File: src/rtl/flprot_pkg.sv
// Shared opcodes and command types for the protection-bit engine.
package flprot_pkg;
    localparam logic [7:0] OP_WREN    = 8'h06;
    localparam logic [7:0] OP_RDSR    = 8'h05;
    localparam logic [7:0] OP_ERASE   = 8'hE4;
    localparam logic [7:0] OP_RDLOCK  = 8'hA7;
    localparam logic [7:0] OP_LOCKSET = 8'hA6;
    localparam logic [7:0] OP_SUSPEND = 8'h75;

    typedef enum logic [1:0] {
        PEND_NONE  = 2'd0,
        PEND_WREN  = 2'd1,
        PEND_ERASE = 2'd2,
        PEND_LOCK  = 2'd3
    } pend_e;
endpackage

File: src/rtl/flprot_spi_front.sv
// Serial front end. Synchronises sck, cs_n and si into clk and shifts opcode
// bits in on rising SCK, MSB first. Emits a one-cycle strobe on the eighth bit
// and on each chip-select release.
// Assumes SCK phases last several clk periods.
module flprot_spi_front #(
    parameter int OPW = 8
) (
    input  logic           clk,
    input  logic           rst_n,
    input  logic           sck,
    input  logic           cs_n,
    input  logic           si,
    output logic           cs_sync,
    output logic           fall_stb,
    output logic           op_stb,
    output logic [OPW-1:0] op_code,
    output logic           cs_end,
    output logic           exact_len
);
    localparam int CW = $clog2(OPW + 2) + 1;
    localparam logic [CW-1:0] CNT_MAX = '1;

    logic sck_m, sck_s, sck_d;
    logic cs_m, cs_s, cs_d;
    logic si_m, si_s;
    logic rise_stb;
    logic [CW-1:0]  bit_cnt;
    logic [OPW-1:0] shreg;

    // Two-stage synchronisers plus one delay stage for edge detection.
    always_ff @(posedge clk) begin
        if (!rst_n) begin
            sck_m <= 1'b0; sck_s <= 1'b0; sck_d <= 1'b0;
            cs_m  <= 1'b1; cs_s  <= 1'b1; cs_d  <= 1'b1;
            si_m  <= 1'b0; si_s  <= 1'b0;
        end else begin
            sck_m <= sck;  sck_s <= sck_m;  sck_d <= sck_s;
            cs_m  <= cs_n; cs_s  <= cs_m;   cs_d  <= cs_s;
            si_m  <= si;   si_s  <= si_m;
        end
    end

    assign rise_stb = sck_s & ~sck_d & ~cs_s;
    assign fall_stb = ~sck_s & sck_d & ~cs_s;
    assign cs_sync  = cs_s;
    assign cs_end   = cs_s & ~cs_d;

    // Bit counter and opcode shift register, cleared while deselected.
    always_ff @(posedge clk) begin
        if (!rst_n || cs_s) begin
            bit_cnt <= '0;
            shreg   <= '0;
        end else if (rise_stb) begin
            shreg <= {shreg[OPW-2:0], si_s};
            if (bit_cnt != CNT_MAX) bit_cnt <= bit_cnt + 1'b1;
        end
    end

    assign op_stb    = rise_stb && (bit_cnt == CW'(OPW - 1));
    assign op_code   = {shreg[OPW-2:0], si_s};
    assign exact_len = (bit_cnt == CW'(OPW));
endmodule

File: src/rtl/flprot_cmd_ctrl.sv
// Command controller. Holds the write-enable latch, the lock register, the
// protection array and the erase timer. Write-type opcodes take effect only
// when chip select rises after exactly eight bits.
// Assumes strobes come from flprot_spi_front.
module flprot_cmd_ctrl
    import flprot_pkg::*;
#(
    parameter int          PROT_W       = 16,
    parameter logic [15:0] PROT_INIT    = 16'h0000,
    parameter logic [7:0]  LOCK_INIT    = 8'h01,
    parameter int          ERASE_CYCLES = 2000
) (
    input  logic              clk,
    input  logic              rst_n,
    input  logic              op_stb,
    input  logic [7:0]        op_code,
    input  logic              cs_end,
    input  logic              exact_len,
    output logic              wel,
    output logic              busy,
    output logic [7:0]        lock_q,
    output logic [PROT_W-1:0] prot_q,
    output logic              rd_go,
    output logic              rd_is_lock
);
    localparam int TW = $clog2(ERASE_CYCLES + 1);
    localparam logic [TW-1:0] T_LAST = TW'(ERASE_CYCLES - 1);

    pend_e         pend;
    logic [TW-1:0] tmr;

    // Read start decode: status always, lock only when idle.
    always_comb begin
        rd_go      = op_stb && ((op_code == OP_RDSR) ||
                                (op_code == OP_RDLOCK && !busy));
        rd_is_lock = (op_code == OP_RDLOCK);
    end

    // Record write-type opcodes at the eighth bit; ignored while busy.
    always_ff @(posedge clk) begin
        if (!rst_n || cs_end) begin
            pend <= PEND_NONE;
        end else if (op_stb && !busy) begin
            case (op_code)
                OP_WREN:    pend <= PEND_WREN;
                OP_ERASE:   pend <= PEND_ERASE;
                OP_LOCKSET: pend <= PEND_LOCK;
                OP_SUSPEND: pend <= PEND_NONE;
                default:    pend <= PEND_NONE;
            endcase
        end
    end

    // Execute pending commands on deselect and run the erase timer.
    always_ff @(posedge clk) begin
        if (!rst_n) begin
            wel    <= 1'b0;
            busy   <= 1'b0;
            tmr    <= '0;
            lock_q <= LOCK_INIT;
            prot_q <= PROT_W'(PROT_INIT);
        end else if (busy) begin
            if (tmr == T_LAST) begin
                busy   <= 1'b0;
                wel    <= 1'b0;
                prot_q <= '1;
                tmr    <= '0;
            end else begin
                tmr <= tmr + 1'b1;
            end
        end else if (cs_end) begin
            case (pend)
                PEND_WREN: if (exact_len) wel <= 1'b1;
                PEND_LOCK: if (exact_len) lock_q[0] <= 1'b0;
                PEND_ERASE: begin
                    if (!exact_len) begin
                        wel <= 1'b0;
                    end else if (wel) begin
                        busy <= 1'b1;
                        tmr  <= '0;
                    end
                end
                default: ;
            endcase
        end
    end
endmodule

File: src/rtl/flprot_so_shift.sv
// Output shifter. After a read opcode it presents the selected byte MSB first,
// one bit per falling SCK, wrapping every eight bits. It releases SO as soon as
// chip select is seen high.
// Assumes the byte source is live and chosen by rd_lock.
module flprot_so_shift (
    input  logic       clk,
    input  logic       rst_n,
    input  logic       cs_sync,
    input  logic       fall_stb,
    input  logic       rd_go,
    input  logic       rd_is_lock,
    input  logic [7:0] cur_byte,
    output logic       rd_lock,
    output logic       so_o,
    output logic       so_oe
);
    logic       active;
    logic [2:0] idx;

    // Read session state and bit-by-bit output on falling SCK.
    always_ff @(posedge clk) begin
        if (!rst_n || cs_sync) begin
            active  <= 1'b0;
            rd_lock <= 1'b0;
            idx     <= '0;
            so_o    <= 1'b0;
            so_oe   <= 1'b0;
        end else if (rd_go) begin
            active  <= 1'b1;
            rd_lock <= rd_is_lock;
            idx     <= '0;
        end else if (fall_stb && active) begin
            so_o  <= cur_byte[3'd7 - idx];
            idx   <= idx + 1'b1;
            so_oe <= 1'b1;
        end
    end
endmodule

File: src/rtl/flprot_engine.sv
// Top of the protection-bit command engine: front end, controller and output
// shifter. Assumes sck, cs_n and si are asynchronous to clk and slower than it.
module flprot_engine #(
    parameter int          PROT_W       = 16,
    parameter logic [15:0] PROT_INIT    = 16'h0000,
    parameter int          ERASE_CYCLES = 2000
) (
    input  logic              clk,
    input  logic              rst_n,
    input  logic              sck,
    input  logic              cs_n,
    input  logic              si,
    output logic              so_o,
    output logic              so_oe,
    output logic [PROT_W-1:0] prot_bits
);
    logic       cs_sync, fall_stb, op_stb, cs_end, exact_len;
    logic [7:0] op_code;
    logic       wel, busy, rd_go, rd_is_lock, rd_lock;
    logic [7:0] lock_q, cur_byte;

    flprot_spi_front #(.OPW(8)) u_front (
        .clk(clk), .rst_n(rst_n), .sck(sck), .cs_n(cs_n), .si(si),
        .cs_sync(cs_sync), .fall_stb(fall_stb), .op_stb(op_stb),
        .op_code(op_code), .cs_end(cs_end), .exact_len(exact_len)
    );

    flprot_cmd_ctrl #(
        .PROT_W(PROT_W), .PROT_INIT(PROT_INIT), .LOCK_INIT(8'h01),
        .ERASE_CYCLES(ERASE_CYCLES)
    ) u_ctrl (
        .clk(clk), .rst_n(rst_n), .op_stb(op_stb), .op_code(op_code),
        .cs_end(cs_end), .exact_len(exact_len), .wel(wel), .busy(busy),
        .lock_q(lock_q), .prot_q(prot_bits), .rd_go(rd_go),
        .rd_is_lock(rd_is_lock)
    );

    // Byte presented to the shifter: lock register or live status.
    assign cur_byte = rd_lock ? lock_q : {6'b0, wel, busy};

    flprot_so_shift u_so (
        .clk(clk), .rst_n(rst_n), .cs_sync(cs_sync), .fall_stb(fall_stb),
        .rd_go(rd_go), .rd_is_lock(rd_is_lock), .cur_byte(cur_byte),
        .rd_lock(rd_lock), .so_o(so_o), .so_oe(so_oe)
    );
endmodule

File: config.mk
export PLATFORM = sky130hd
export DESIGN_NAME = flprot_engine
export DESIGN_NICKNAME = d
export VERILOG_FILES = /design/src/rtl/flprot_pkg.sv /design/src/rtl/flprot_spi_front.sv /design/src/rtl/flprot_cmd_ctrl.sv /design/src/rtl/flprot_so_shift.sv /design/src/rtl/flprot_engine.sv
export SDC_FILE = /design/constraint.sdc
export NUM_CORES = 1
export LEC_CHECK = 0
export CAP_MARGIN = 20
export CORE_MARGIN = 1
export CORE_UTILIZATION = 60
export CTS_CLUSTER_DIAMETER = 30
export CTS_CLUSTER_SIZE = 25
export DETAILED_ROUTE_END_ITERATION = 10
export GPL_TIMING_DRIVEN = 0
export PLACE_DENSITY = 0.92
export SLEW_MARGIN = 30
export SYNTH_ARGS = -nofsm -noshare
export SYNTH_HDL_FRONTEND = slang
export SYNTH_SLANG_ARGS = --single-unit
File: constraint.sdc
create_clock -name clk -period 3.1 [get_ports clk]
set_input_delay 0.93 -clock clk [delete_from_list [all_inputs] [get_ports clk]]
set_output_delay 0.93 -clock clk [all_outputs]
set_load 0.005 [all_outputs]
# Yosys cells after proc, flatten, opt, wreduce, memory -nomap -nowiden
# Cells that the tools add are included.
[op_classes] addsub=4 magnitude_cmp=1 n_eq_ne=15 mux=22 bitwise_logic=11 n_reduce_logical=22
[ops] operator="$mux 11" count=6
[ops] operator="$eq 8x8->1 const B" count=3
[ops] operator="$eq 8x3->1 const B" count=2
[ops] operator="$mux 1" count=12
[ops] operator="$add 11x1->11 const B" count=1
[ops] operator="$eq 11x11->1 const B" count=1
[ops] operator="$reduce_and 4->1" count=2
[ops] operator="$reduce_bool 2->1" count=4
[ops] operator="$not 1->1" count=6
[ops] operator="$pmux 2 s3" count=1
[ops] operator="$reduce_and 2->1" count=3
[ops] operator="$add 5x1->5 const B" count=1
[ops] operator="$and 1x1->1" count=5
[ops] operator="$eq 5x3->1 const B" count=1
[ops] operator="$eq 5x4->1 const B" count=1
[ops] operator="$logic_and 1x1->1" count=5
[ops] operator="$ne 5x5->1 const B" count=1
[ops] operator="$reduce_and 5->1" count=1
[ops] operator="$eq 2x2->1 const B" count=2
[ops] operator="$lt 3x4->1 const B" count=1
[ops] operator="$add 3x1->3 const B" count=1
[ops] operator="$bmux 1 s3" count=1
[ops] operator="$logic_or 1x1->1" count=3
[ops] operator="$ne 3x1->1 const B" count=1
[ops] operator="9 further kinds" count=10
[totals] register_bits=44 in_bits=5 output_inout_bits=18

# Logic depth before layout (Yosys ltp)
# Gate-level depths: netlist of the first run.
[depth] depth_word=7 ltp_mapped=7

# By module
# Synthesis of the first run repeated with hierarchy kept, for this count alone.
[hier_totals] cells_unflattened=267 area_unflattened_um2=2280.9
[modules_own_cells] mod="flprot_cmd_ctrl" instances=1 cells_per_inst=138 area_per_inst_um2=1116.1 seq_area_each_um2=340.3
[modules_own_cells] mod="flprot_spi_front" instances=1 cells_per_inst=86 area_per_inst_um2=753.2 seq_area_each_um2=400.4
[modules_own_cells] mod="flprot_so_shift" instances=1 cells_per_inst=35 area_per_inst_um2=344.1 seq_area_each_um2=140.1
[modules_own_cells] mod="flprot_engine" instances=1 cells_per_inst=8 area_per_inst_um2=67.6 seq_area_each_um2=0.0

# Worst setup path after synthesis of the first run
# OpenSTA, ideal clock, no wires.
[synth_timing] kind="input port to flip-flop" start="in rst_n" end="reg u_front.bit_cnt[3]" setup_ns=0.127 t_arrival_ns=1.782 setup_slack_ns=1.191 path_stages=5 cell_sequence="clkbuf_1 > nand2b_1 > clkbuf_1 > buf_1 > nor2_1"
[synth_via] elab_chain_len=2
[synth_rtl] element="start: declaration" line_no="flprot_engine.sv:9" source="input logic rst_n,"
[synth_rtl] element="$logic_not 1->1" line_no="flprot_spi_front.sv:50" source="if (!rst_n || cs_s) begin"
[synth_rtl] element="$logic_or 1x1->1" line_no="flprot_spi_front.sv:50"
[synth_rtl] element="end signal: assignment" line_no="flprot_spi_front.sv:55" source="if (bit_cnt != CNT_MAX) bit_cnt <= bit_cnt + 1'b1;"
[synth_rtl] element="end: declaration" line_no="flprot_spi_front.sv:27" source="logic [CW-1:0] bit_cnt;"
# No other way between the ends.
# A chain may end at the register's enable or synchronous reset.

# Worst setup path in the final report of the first run
[layout_timing] start="reg, netlist name u_ctrl.prot_q[0]" end="out prot_bits[15]"
[layout_lines] element="end: declaration" line_no="flprot_engine.sv:15" source="output logic [PROT_W-1:0] prot_bits"
# No word-level cell between the ends.

==> flow_metrics.tcl, run 1 <==
set metrics [dict create \
    synth-async-reset-ratio_pct 0 \
    p_int_mw 0.774 \
    synth.most_common_cell "dfxtp_1" \
    synth_edf_count 0 \
    num_io_pins 23 \
    path_class "flip-flop to primary output" \
    wire_per_inst_um 13.0 \
    hold_viol_final 0 \
    yosys.area_share.simple_pct 25.5 \
    nFillCells 251 \
    clkPwrFrac_pct 38.7 \
    drive_gt1_share_pct 14.5 \
    fin_nets 274 \
    firstDrtPassIters 4 \
    combPwrFrac_pct 2.3 \
    crit_slowest_cell "dfxtp_1" \
    num_vias 1707 \
    crit_chain "buf_4, clkdlybuf4s50_1" \
    fin_cells 308 \
    first_global_vias 1550 \
    synth_seq_area_share_pct 40.7 \
    fin_skew_ps 12.4 \
    place_area_sq_um 2440 \
    period_needed_ps 2660 \
    hold_buffers 0 \
    status "complete, no violations" \
    cp_max_fo 17 \
    p_sw_share_pct 20.3 \
    synth_area_sq_um 2160 \
    slew_violations 0 \
    worstSetupStartpoint "u_ctrl.prot_q[0]$_SDFFE_PN0P_" \
    stdcell_area_sq_um 2530 \
    muxShareOfSynthArea_pct 7.58 \
    yosysWarnings 0 \
    max_cap_viol_count 0 \
    clockBufferDepth 2 \
    ir_drop_v 0.000338 \
    clk_pin_slew_ps 130 \
    initial_utilization_pct 63.8 \
    p_per_area_nw_per_um2 383 \
    synth_fa_ha_area_share_pct 4.63 \
    holdWs_ps 446 \
    clk_latency_ps 360 \
    hpwl_um 2980 \
    synth_top_family_by_area "simple AND/OR/NAND/NOR gates" \
    synth_top_area_cell "dfxtp_1" \
    htree_levels 2 \
    core_area_sq_um 3390 \
    synth_commonest_cells "44 x dfxtp_1, 21 x nor2_1, 15 x buf_4" \
    finalCritPeriodShare_pct 85.9 \
    final_antenna_net_count 0 \
    cts_buffers 5 \
    synth_compound_area_share_pct 9.25 \
    grt_max_degree 18 \
    ys.flop_type "dfxtp_1" \
    maxSlewHeadroom_pct 60.2 \
    rsz0062_at_grt "no" \
    synth_area_leaders "dfxtp_1 41%, mux2i_1 6.0%, buf_4 5.2%" \
    end_kind "primary output" \
    final.setup.tns_ps 0 \
    placed_cells 300 \
    r2r-start "u_front.bit_cnt[0]$_SDFFE_PP0P_" \
    synth_xor_area_share_pct 3.24 \
    area_growth_pct 17.0 \
    cp.arrival_ps 1730 \
    p_leak_nw 1.02 \
    io_buffers 22 \
    dr.first_iter.drc_count 74 \
    start_kind "flip-flop" \
    grt-ovfl-total 0 \
    grt_usage_pct 23.8 \
    finalWirelength_um 4010 \
    cts_resized 0 \
    synth_top_area_share_pct 40.7 \
    post_cts_buffers 0 \
    postLayoutCoreUtil_pct 74.7 \
    setup_violations 0 \
    vias_per_cell 5.54 \
    antenna_found_initial 0 \
    cts_root_buffer "clkbuf_4" \
    die_height_um 62.0 \
    yosys.cell_types.count 51 \
    slowest_delay_ps 670 \
    gp_routability_congestion 0.981 \
    grt_pass1_wl_um 6670 \
    cts_tree "done" \
    syn_nets 245 \
    dieWidth_um 62.0 \
    drc_errors 0 \
    synth-seq-cells 44 \
    min_from "u_front.cs_m$_SDFF_PN1_" \
    design.die.area_sq_um 3850 \
    avgSynthCellArea_sq_um 9.32 \
    cp.required_ps 2170 \
    clock.fmax_ghz 0.376 \
    worst_slew_pin_slew_ps 595 \
    seq_power_share_pct 59.0 \
    switching_power_mw 0.196 \
    hold_path.class "flip-flop to flip-flop" \
    rows 21 \
    cts.sinks 44 \
    antenna_cells 0 \
    synth_cells 232 \
]
[stage by stage]
step           power [mW]  setup slack (ps)
2_1_floorplan       0.597              1190
3_3_place_gp        0.606               362
3_5_place_dp        0.607               328
4_1_cts             0.979               418
5_1_grt              1.01               325
6_report            0.970               438
[final timing paths]
| kind | cells after the start | to | slack (ps) |
|---|---|---|---|
| max reg2reg | 7 | u_front.bit_cnt[3]$_SDFFE_PP0P_ | 1080 |
| min reg2reg | 1 | u_front.cs_sync$_SDFF_PN1_ | 450 |
| min | 1 | u_front.cs_sync$_SDFF_PN1_ | 450 |
| max | 2 | prot_bits[15] | 440 |
[layout make-up]
cell class / instances / area, sq um / share of cell area [%]
repair buffers: 22 / 220 / 8.70
clock inverters: 2 / 38.8 / 1.53
clock buffers: 6 / 51.3 / 2.03
plain buffers: 26 / 163 / 6.43
flip-flops and latches: 44 / 881 / 34.8
multi-input cells: 153 / 1090 / 42.9
inverters: 9 / 33.8 / 1.33
well taps: 46 / 57.6 / 2.27
[cell families (layout without fill, tap and decap cells)]
family          after synthesis  in the layout
simple gates                 91             91
flops                        44             44
buf+inv                      35             65
compound gates               30             30
mux                          16             16
fa+ha+maj                     8              8
xor+xnor                      8              8
[metal layers]
layer	wire length [um]	global-route usage, %	vias to the layer above
met5	0	0	-
met4	62	8.25	0
met3	121	6.83	8
met2	2030	40.3	25
met1	1790	28.9	808
li1	-	-	866
[worst max-delay path: cells and delay by family (launching register included)]
family                 cells  cell delay, ps
buffers and inverters      2             700
flip-flops                 1             670
[layout by cell type, fill, tap and decap left out, drive strengths merged, types with 2 or more instances in the layout]
cell type | synthesis | layout
dfxtp | 44 | 44
clkdlybuf4s50 | 0 | 22
nor2 | 21 | 21
buf | 19 | 19
mux2i | 13 | 13
clkbuf | 7 | 13
a21oi | 10 | 10
nand2 | 10 | 10
inv | 9 | 9
nand3 | 9 | 9
ha | 8 | 8
nor3 | 8 | 8
and3 | 7 | 7
nand2b | 6 | 6
and2 | 6 | 6
nand4 | 4 | 4
xor2 | 4 | 4
xnor2 | 4 | 4
mux2 | 3 | 3
a31oi | 3 | 3
a211o | 3 | 3
nor4 | 3 | 3
and4bb | 2 | 2
and4b | 2 | 2
and4 | 2 | 2
o21ai | 2 | 2
a21o | 2 | 2
o32ai | 2 | 2
a22o | 2 | 2
nor3b | 2 | 2
or3b | 2 | 2
nor4b | 2 | 2
[power by group through the flow]
stage | clock, mW | combinational [mW] | sequential (mW)
floorplan | 0 | 0.0135 | 0.584
global placement | 0 | 0.0214 | 0.585
detailed placement | 0 | 0.0222 | 0.585
CTS | 0.384 | 0.0223 | 0.572
global route | 0.410 | 0.0246 | 0.573
finish | 0.376 | 0.0221 | 0.572
[sequential cells by signal, summed over array words and instances (netlist names), 2 cells and up]
| name | flops |
|---|---|
| u_so.idx | 3 |
| u_front.bit_cnt | 5 |
| u_ctrl.pend | 2 |
| u_front.shreg | 7 |
| u_ctrl.tmr | 11 |
(Power assumes the default switching activity.)
==> run 2, diff against run 1 <==
- CORE_MARGIN: 1 -> 1.5
- HOLD_SLACK_MARGIN: default -> 0.02
==> flow_metrics.tcl, run 2 (synthesis results as in run 1) <==
set metrics [dict create \
    rsz0062_at_grt "no" \
    finalCritPeriodShare_pct 85.9 \
    clock.fmax_ghz 0.376 \
    max_cap_viol_count 0 \
    cts_buffers 5 \
    layout_common_cells "44 x dfxtp_1, 22 x clkdlybuf4s50_1, 21 x nor2_1" \
    num_vias 1707 \
    min_delay_path_depth 1 \
    hpwl_um 3060 \
    antenna_found_initial 0 \
    die_height_um 63.0 \
    clk_latency_ps 360 \
    cp.arrival_ps 1730 \
    num_io_pins 23 \
    dieWidth_um 63.0 \
    antenna_cells 0 \
    place_area_sq_um 2440 \
    post_cts_buffers 0 \
    clockBufferDepth 2 \
    initial_utilization_pct 63.8 \
    stdcell_area_sq_um 2500 \
    area_growth_pct 15.4 \
    start_kind "flip-flop" \
    htree_levels 2 \
    maxSlewHeadroom_pct 60.0 \
    final_antenna_net_count 0 \
    core_area_sq_um 3390 \
    r2r_slack_ps 1040 \
    wire_per_inst_um 13.5 \
    grt_usage_pct 22.8 \
    cts_root_buffer "clkbuf_4" \
    period_needed_ps 2660 \
    cts_resized 0 \
    r2r_cells 7 \
    p_leak_nw 1.00 \
    grt_pass1_wl_um 7160 \
    status "complete, no violations" \
    setup_violations 0 \
    end_kind "primary output" \
    slew_violations 0 \
    p_per_area_nw_per_um2 348 \
    hold_viol_final 0 \
    drive_gt1_share_pct 14.5 \
    final.setup.tns_ps 0 \
    io_buffers 22 \
    cp_max_fo 17 \
    path_class "flip-flop to primary output" \
    cts_tree "done" \
    first_global_vias 1680 \
    fin_skew_ps 14.9 \
    dr.first_iter.drc_count 59 \
    firstDrtPassIters 4 \
    gp_routability_congestion 0.954 \
    cp.required_ps 2170 \
    grt_max_degree 18 \
    hold_path.class "flip-flop to flip-flop" \
    grt-ovfl-total 0 \
    vias_per_cell 5.54 \
    hold_buffers 0 \
    worst_slew_pin_slew_ps 598 \
    fin_nets 274 \
    clk_pin_slew_ps 130 \
    top_register "u_ctrl.tmr" \
    cts.sinks 44 \
    largest_reg_flops 11 \
    layout_commonest_cell "dfxtp_1" \
    drc_errors 0 \
    top_regs "u_ctrl.tmr x11, u_front.shreg x7, u_front.bit_cnt x5" \
    ir_drop_v 0.000306 \
    rows 21 \
    finalWirelength_um 4160 \
    design.die.area_sq_um 3970 \
]
[run 2: layout make-up]
type / count / area, sq um
Buffer: 26 / 163
Fill cell: 248 / 892
Clock buffer: 5 / 37.5
Timing Repair Buffer: 22 / 220
Tap cell: 46 / 57.6
Multi-Input combinational cell: 153 / 1090
Sequential cell: 44 / 881
Clock inverter: 3 / 18.8
Inverter: 9 / 33.8
[run 2: critical path, stage by stage (launching register included)]
cell and delay (ps):
dfxtp_1 670, buf_4 210, clkdlybuf4s50_1 490
[run 2: layer usage]
layer | vias up | share of wire [%] | track usage, %
met5 | - | 0 | 0
met1 | 788 | 41 | 24.9
met3 | 13 | 4.9 | 7.57
li1 | 856 | - | -
met4 | 0 | 2.2 | 8.33
met2 | 50 | 52 | 40.8
[run 2: path summary, 6_finish.rpt]
kind,start,endpoint
min,u_front.cs_m$_SDFF_PN1_,u_front.cs_sync$_SDFF_PN1_
min reg2reg,u_front.cs_m$_SDFF_PN1_,u_front.cs_sync$_SDFF_PN1_
max reg2reg,u_front.bit_cnt[0]$_SDFFE_PP0P_,u_front.bit_cnt[3]$_SDFFE_PP0P_
max,u_ctrl.prot_q[0]$_SDFFE_PN0P_,prot_bits[7]
[run 2: through the flow]
stage / hold slack [ps] / instances / utilization (%) / power [mW] / setup slack [ps]
final: 424 / 308 / 73.7 / 0.869 / 437
after global routing: 447 / 308 / 73.7 / 0.906 / 313
after CTS: 428 / 308 / 73.7 / 0.873 / 430
after detailed placement: 398 / 300 / 72.0 / 0.607 / 337
after global placement: 393 / 300 / 72.0 / 0.606 / 393
after floorplan: 386 / 232 / - / 0.597 / 1190
[run 2: where the power goes]
group / switching (mW) / internal [mW]
clock network: 0.187 / 0.0873
registers: 0.00270 / 0.570
logic: 0.0112 / 0.0106
